### src/rtl/ptio_pkg.sv
package ptio_pkg;
  localparam int OP_W = 3;

  // Per-device decode result of one sampled strobe.
  typedef struct packed {
    logic hit;
    logic b2;
    logic b1;
    logic b0;
  } iot_sel_t;
endpackage

### src/rtl/ptio_iot_dec.sv
module ptio_iot_dec #(
  parameter int DEV_W = 6,
  parameter int NDEV  = 2,
  parameter logic [DEV_W*NDEV-1:0] CODES = {6'o02, 6'o01}
) (
  input  logic                 strobe,
  input  logic [DEV_W-1:0]     dev,
  input  logic [ptio_pkg::OP_W-1:0] op,
  output ptio_pkg::iot_sel_t   sel [NDEV]
);
  for (genvar d = 0; d < NDEV; d++) begin : g_dev
    logic match;
    assign match      = strobe && (dev == CODES[d*DEV_W +: DEV_W]);
    assign sel[d].hit = match;
    assign sel[d].b0  = match && op[0];
    assign sel[d].b1  = match && op[1];
    assign sel[d].b2  = match && op[2];
  end
endmodule

### src/rtl/ptio_rdr.sv
module ptio_rdr #(
  parameter int CHAR_W = 8
) (
  input  logic               clk,
  input  logic               rst,
  input  ptio_pkg::iot_sel_t sel,
  input  logic               h_load,
  input  logic [CHAR_W-1:0]  h_char,
  input  logic               h_set,
  input  logic               h_clr,
  output logic               flag,
  output logic [CHAR_W-1:0]  cur,
  output logic               spare_v
);
  logic [CHAR_W-1:0] spare;
  logic promote, direct, to_spare, set_c, clr_c;

  always_comb begin
    promote  = !flag && spare_v;
    direct   = h_load && !flag && !spare_v;
    to_spare = h_load && flag && !spare_v;
    set_c    = h_set || promote || direct;
    clr_c    = h_clr || sel.b1 || sel.b2;
  end

  always_ff @(posedge clk) begin
    if (rst) begin
      flag    <= 1'b0;
      cur     <= '0;
      spare   <= '0;
      spare_v <= 1'b0;
    end else begin
      if (set_c)      flag <= 1'b1;
      else if (clr_c) flag <= 1'b0;
      if (promote)     cur <= spare;
      else if (direct) cur <= h_char;
      if (to_spare) begin
        spare   <= h_char;
        spare_v <= 1'b1;
      end else if (promote) begin
        spare_v <= 1'b0;
      end
    end
  end
endmodule

### src/rtl/ptio_pun.sv
module ptio_pun #(
  parameter int CHAR_W = 8,
  parameter int BUS_W  = 12
) (
  input  logic               clk,
  input  logic               rst,
  input  ptio_pkg::iot_sel_t sel,
  input  logic [BUS_W-1:0]   ac,
  input  logic               h_set,
  input  logic               h_clr,
  output logic               flag,
  output logic [CHAR_W-1:0]  pch
);
  always_ff @(posedge clk) begin
    if (rst) begin
      flag <= 1'b0;
      pch  <= '0;
    end else begin
      if (h_set)                  flag <= 1'b1;
      else if (h_clr || sel.b1)   flag <= 1'b0;
      if (sel.b2) pch <= ac[CHAR_W-1:0];
    end
  end
endmodule

### src/rtl/ptio_ctrl.sv
module ptio_ctrl #(
  parameter int DEV_W  = 6,
  parameter int BUS_W  = 12,
  parameter int CHAR_W = 8,
  parameter logic [DEV_W-1:0] RDR_CODE = 6'o01,
  parameter logic [DEV_W-1:0] PUN_CODE = 6'o02
) (
  input  logic              clk,
  input  logic              rst,
  input  logic              iot_strobe,
  input  logic [DEV_W-1:0]  iot_dev,
  input  logic [2:0]        iot_op,
  input  logic [BUS_W-1:0]  ac_data,
  output logic              internal_io,
  output logic              skip,
  output logic              int_rq,
  output logic              c1,
  output logic              bus_oe,
  output logic [BUS_W-1:0]  bus_data,
  input  logic              host_rdr_load,
  input  logic [CHAR_W-1:0] host_rdr_char,
  input  logic              host_rdr_set,
  input  logic              host_rdr_clr,
  input  logic              host_pun_set,
  input  logic              host_pun_clr,
  input  logic              host_ie_we,
  input  logic [1:0]        host_ie_val,
  output logic              rdr_flag,
  output logic              pun_flag,
  output logic [1:0]        ie_state,
  output logic              rdr_full,
  output logic [CHAR_W-1:0] pun_char,
  output logic              host_rdr_irq,
  output logic              host_pun_irq
);
  import ptio_pkg::*;
  localparam int NDEV = 2;
  localparam int RDR  = 0;
  localparam int PUN  = 1;

  iot_sel_t          sel [NDEV];
  logic [CHAR_W-1:0] rcur;
  logic [BUS_W-1:0]  rword;

  ptio_iot_dec #(.DEV_W(DEV_W), .NDEV(NDEV), .CODES({PUN_CODE, RDR_CODE})) u_dec (
    .strobe(iot_strobe), .dev(iot_dev), .op(iot_op), .sel(sel)
  );

  ptio_rdr #(.CHAR_W(CHAR_W)) u_rdr (
    .clk(clk), .rst(rst), .sel(sel[RDR]), .h_load(host_rdr_load),
    .h_char(host_rdr_char), .h_set(host_rdr_set), .h_clr(host_rdr_clr),
    .flag(rdr_flag), .cur(rcur), .spare_v(rdr_full)
  );

  ptio_pun #(.CHAR_W(CHAR_W), .BUS_W(BUS_W)) u_pun (
    .clk(clk), .rst(rst), .sel(sel[PUN]), .ac(ac_data),
    .h_set(host_pun_set), .h_clr(host_pun_clr),
    .flag(pun_flag), .pch(pun_char)
  );

  if (BUS_W > CHAR_W) begin : g_ext
    assign rword = {{(BUS_W-CHAR_W){1'b0}}, rcur};
  end else begin : g_same
    assign rword = rcur[BUS_W-1:0];
  end

  always_ff @(posedge clk) begin
    if (rst) begin
      internal_io  <= 1'b0;
      skip         <= 1'b0;
      int_rq       <= 1'b0;
      c1           <= 1'b0;
      bus_oe       <= 1'b0;
      bus_data     <= '0;
      host_rdr_irq <= 1'b0;
      host_pun_irq <= 1'b0;
      ie_state     <= '0;
    end else begin
      internal_io  <= sel[RDR].hit || sel[PUN].hit;
      skip         <= (sel[RDR].b0 && rdr_flag) || (sel[PUN].b0 && pun_flag);
      int_rq       <= (rdr_flag && ie_state[0]) || (pun_flag && ie_state[1]);
      c1           <= sel[RDR].b1;
      bus_oe       <= sel[RDR].b1;
      bus_data     <= sel[RDR].b1 ? rword : '0;
      host_rdr_irq <= sel[RDR].b2;
      host_pun_irq <= sel[PUN].b2;
      if (host_ie_we) ie_state <= host_ie_val;
    end
  end
endmodule

### config.mk
export PLATFORM = sky130hd
export DESIGN_NAME = ptio_ctrl
export DESIGN_NICKNAME = d
export VERILOG_FILES = /design/src/rtl/ptio_pkg.sv /design/src/rtl/ptio_iot_dec.sv /design/src/rtl/ptio_rdr.sv /design/src/rtl/ptio_pun.sv /design/src/rtl/ptio_ctrl.sv
export SDC_FILE = /design/constraint.sdc
export NUM_CORES = 1
export LEC_CHECK = 0
export BUFFER_PORTS_ARGS = -buffer_cell sky130_fd_sc_hd__buf_2
export CAP_MARGIN = 5
export CORE_UTILIZATION = 40
export DETAILED_ROUTE_END_ITERATION = 8
export PLACE_DENSITY_LB_ADDON = 0.1
export REMOVE_ABC_BUFFERS = 1
export SYNTH_ARGS = -nofsm -noshare
export SYNTH_HDL_FRONTEND = slang
export SYNTH_SLANG_ARGS = --single-unit
### constraint.sdc
create_clock -name clk -period 1.73 [get_ports clk]
set_input_delay 0.2595 -clock clk [delete_from_list [all_inputs] [get_ports clk]]
set_output_delay 0.2595 -clock clk [all_outputs]
set_load 0.02 [all_outputs]
==> impl_metrics.prom <==
# TYPE chip_impl_metric gauge
chip_impl_info{name="netlist_top_cells_count",value="dfxtp_1, nand2b_1, nor2_1, mux2i_1"} 1
chip_impl_metric{name="synth_sequential_area_ratio",unit="%"} 49.07
chip_impl_metric{name="worst_clock_skew",unit="ns"} 0.007215
chip_impl_metric{name="p_sw_share",unit="%"} 22.85
chip_impl_metric{name="synth_async_sr_flop_share",unit="%"} 0
chip_impl_metric{name="fin_tns_setup",unit="ns"} 0
chip_impl_info{name="status",value="finished clean"} 1
chip_impl_metric{name="layout.cells.non_filler",unit=""} 295
chip_impl_metric{name="clock_tree.buffer_depth",unit=""} 2
chip_impl_metric{name="powerDensity",unit="nW/µm²"} 930.6
chip_impl_metric{name="postPlaceCellArea",unit="µm²"} 2125
chip_impl_metric{name="areaGrowthSynthToFinish",unit="%"} 27.82
chip_impl_metric{name="half_perimeter_wire_length_after_detailed_placement",unit="mm"} 2.371
chip_impl_metric{name="post-place-cells",unit=""} 287
chip_impl_metric{name="post_cts_buffers",unit=""} 0
chip_impl_metric{name="share_clk_of_total_power",unit="%"} 38.4
chip_impl_metric{name="critical_path_buf_inv_count",unit=""} 1
chip_impl_metric{name="seq_pwr_share",unit="%"} 50.5
chip_impl_metric{name="p_sw",unit="mW"} 0.4767
chip_impl_metric{name="post_drt_wl_per_cell",unit="µm"} 11.33
chip_impl_metric{name="routabilityCongestion",unit=""} 0.7905
chip_impl_metric{name="final_core_util",unit="%"} 54.48
chip_impl_info{name="netlist.top_cell.by_area",value="dfxtp_1"} 1
chip_impl_metric{name="avg_inst_size_synth",unit="µm²"} 9.800
chip_impl_metric{name="timing.final.crit_share",unit="%"} 86.62
chip_impl_metric{name="area_of_combinational_cells_with_multiple_inputs",unit="µm²"} 817.0
chip_impl_info{name="synth-main-ff-cell",value="dfxtp_1"} 1
chip_impl_metric{name="period_minus_slack",unit="ns"} 1.499
chip_impl_metric{name="fin_worst_hold_slack",unit="ns"} 0.1866
chip_impl_metric{name="ir_worst_vdd",unit="mV"} 0.4939
chip_impl_metric{name="cap_viol_max_count",unit=""} 0
chip_impl_metric{name="maxSlewViolCount",unit=""} 0
chip_impl_metric{name="drt_iter0_markers",unit=""} 44
chip_impl_metric{name="synthDistinctLibCells",unit=""} 29
chip_impl_metric{name="cts-buffers-inserted",unit=""} 5
chip_impl_info{name="path_cells",value="buf_2"} 1
chip_impl_metric{name="fillers",unit=""} 394
chip_impl_metric{name="grt_pass1_wl",unit="mm"} 5.671
chip_impl_metric{name="post_detailed_routing_wire_length",unit="mm"} 3.341
chip_impl_metric{name="route.detailed.drc",unit=""} 0
chip_impl_metric{name="p_leak",unit="nW"} 1.069
chip_impl_metric{name="vias_per_cell",unit=""} 4.573
chip_impl_info{name="cp-end-kind",value="primary output"} 1
chip_impl_metric{name="postSynthCellCount",unit=""} 179
chip_impl_info{name="post-synth-top-count-cell",value="dfxtp_1"} 1
chip_impl_metric{name="synth_edf_count",unit=""} 0
chip_impl_metric{name="ioPinCount",unit=""} 72
chip_impl_metric{name="hold_violations",unit=""} 0
chip_impl_metric{name="register_area",unit="µm²"} 860.8
chip_impl_metric{name="cts_resized",unit=""} 0
chip_impl_info{name="tritoncts",value="built"} 1
chip_impl_metric{name="critPathMaxFanout",unit=""} 18
chip_impl_metric{name="port_buffers",unit=""} 63
chip_impl_info{name="setup.worst_path.start_class",value="flip-flop"} 1
chip_impl_metric{name="worst_skew_pair.late_latency",unit="ns"} 0.30
chip_impl_metric{name="cts_htree_levels",unit=""} 2
chip_impl_metric{name="die_height",unit="µm"} 68.22
chip_impl_info{name="critical_path.top_delay_family",value="flip-flops"} 1
chip_impl_metric{name="maximum_achievable_frequency",unit="MHz"} 667.3
chip_impl_info{name="min-delay-path-class",value="input pin to flip-flop"} 1
chip_impl_metric{name="grtUsageTotal",unit="%"} 16.78
chip_impl_metric{name="relSlewSlack",unit="%"} 63.87
chip_impl_info{name="yosys-top-cells-area",value="dfxtp_1, mux2i_1, nand2b_1"} 1
chip_impl_metric{name="fin_area",unit="µm²"} 2242
chip_impl_metric{name="placement_rows",unit=""} 23
chip_impl_metric{name="maximum_number_of_pins_on_one_net_before_global_route_repair",unit=""} 33
chip_impl_metric{name="timing.critical_path.arrival",unit="ns"} 1.24
chip_impl_metric{name="num-nets-final",unit=""} 284
chip_impl_info{name="cts_root_buffer",value="clkbuf_8"} 1
chip_impl_metric{name="final_setup_violation_count",unit=""} 0
chip_impl_metric{name="crit_path_max_incr_delay",unit="ns"} 0.67
chip_impl_metric{name="internal_power",unit="mW"} 1.610
chip_impl_metric{name="clk_transition_reported_paths",unit="ns"} 0.08
chip_impl_metric{name="floorplan.initialDensity",unit="%"} 42.63
chip_impl_metric{name="num_vias",unit=""} 1349
chip_impl_info{name="criticalPathCategory",value="flip-flop to primary output"} 1
chip_impl_metric{name="clock_sink_count",unit=""} 43
chip_impl_metric{name="die_width",unit="µm"} 68.22
chip_impl_metric{name="post_cts_hold_fix_bufs",unit=""} 0
chip_impl_metric{name="post-synth-top-area-fraction",unit="%"} 49.07
chip_impl_metric{name="core_area",unit="µm²"} 4115
chip_impl_metric{name="tightest_slew",unit="ns"} 0.5413
chip_impl_metric{name="yosysWarningCount",unit=""} 0
chip_impl_metric{name="mappedNetlistArea",unit="µm²"} 1754
chip_impl_metric{name="worst_ep_required_time",unit="ns"} 1.47
chip_impl_info{name="timing.critical_path.slowest_stage_cell",value="dfxtp_1"} 1
chip_impl_metric{name="grt_pass1_vias",unit=""} 1234
chip_impl_metric{name="pwr-share-comb",unit="%"} 11.1
chip_impl_metric{name="drive_above_1_share",unit="%"} 36.73
chip_impl_metric{name="antenna_found_initial",unit=""} 0
chip_impl_info{name="grt_setup_unrepaired",value="false"} 1
chip_impl_metric{name="grt.overflow.total",unit=""} 0
chip_impl_metric{name="antennaDiodeCount",unit=""} 0
chip_impl_metric{name="route.antenna.remaining_nets",unit=""} 0
chip_impl_metric{name="synth-seq-cells",unit=""} 43
chip_impl_metric{name="drt_pre_antenna_iters",unit=""} 3
chip_impl_metric{name="fp.dieArea",unit="µm²"} 4654
cell usage in the layout, fill, tap and decap left out:
cell type and instances:
or4b_4 1, o21a_1 1, nand2b_1 24, nor4b_1 1, inv_1 1, a22o_1 1, conb_1 4, nor4_4 1
buf_2 63, clkinv_2 1, a22oi_1 1, buf_4 6, dfxtp_1 43, buf_12 1, nor3_1 9, nor3b_1 1
clkbuf_8 6, a311oi_1 1, mux2i_1 18, o21ba_2 1, and4bb_1 1, and3_1 3, or3b_2 9, and2b_1 1
a21oi_1 9, o22ai_1 1, bufinv_16 1, nor2_1 23, and2_1 8, nand3b_1 2, nor2b_1 2
worst paths after layout:
check	from	end	slack, ns	depth (start not counted)
setup / recovery	u_rdr.spare_v	rdr_full	0.23	1
setup reg to reg	u_rdr.spare_v	u_rdr.spare[7]	0.29	4
hold reg to reg	u_rdr.cur[0]	bus_data[0]	0.46	1
hold / removal	iot_op[0]	skip	0.19	2
metrics by stage:
step                power [mW]  setup slack (ns)
global route             2.181            0.1667
global placement         1.309           0.07389
detailed placement       1.310           0.06635
floorplan                1.202            0.1163
finish                   2.086            0.2315
CTS                      2.112            0.2595
sequential cells by signal, summed over array words and instances, names as in the netlist:
| name | flops |
|---|---|
| bus_data | 8 |
| bus_oe | 1 |
| host_pun_irq | 1 |
| host_rdr_irq | 1 |
| ie_state | 2 |
| int_rq | 1 |
| internal_io | 1 |
| skip | 1 |
| u_pun.flag | 1 |
| u_pun.pch | 8 |
| u_rdr.cur | 8 |
| u_rdr.flag | 1 |
| u_rdr.spare | 8 |
| u_rdr.spare_v | 1 |
power by group through the flow:
stage	Clock [mW]	Combinational, mW	Sequential (mW)
6_report	0.800	0.232	1.05
5_1_grt	0.860	0.261	1.06
4_1_cts	0.824	0.235	1.05
3_5_place_dp	0	0.233	1.08
3_3_place_gp	0	0.232	1.08
2_1_floorplan	0	0.117	1.09
cell families after synthesis:
family,Yosys count,share of synthesized area [%]
AND/OR/NAND/NOR,86,30.10
flip-flops,43,49.07
multiplexers,18,10.27
buffers and inverters,16,4.993
AO/OA/AOI/OAI,15,5.350
other,1,0.2138
worst reg2reg max path: stages (launching register included):
cell      delay [ns]
dfxtp_1         0.67
nand3b_1        0.22
buf_4           0.20
mux2i_1         0.20
nor2_1          0.05
area by class of cell:
class | count | area share [%]
inverters | 1 | 0.1674
multi-input cells | 123 | 36.44
clock inverters | 2 | 1.563
repair buffers | 70 | 16.96
clock buffers | 6 | 3.683
flip-flops and latches | 43 | 38.39
well taps | 50 | 2.790
per-layer routing:
| layer | GRT usage (%) | routed length [µm] | up-vias |
|---|---|---|---|
| met1 | 21.05 | 1646 | 578 |
| li1 | - | - | 721 |
| met2 | 25.37 | 1445 | 42 |
| met3 | 5.000 | 166 | 8 |
| met4 | 9.375 | 83 | 0 |
| met5 | 0 | 0 | - |
(Power assumes the default switching activity.)
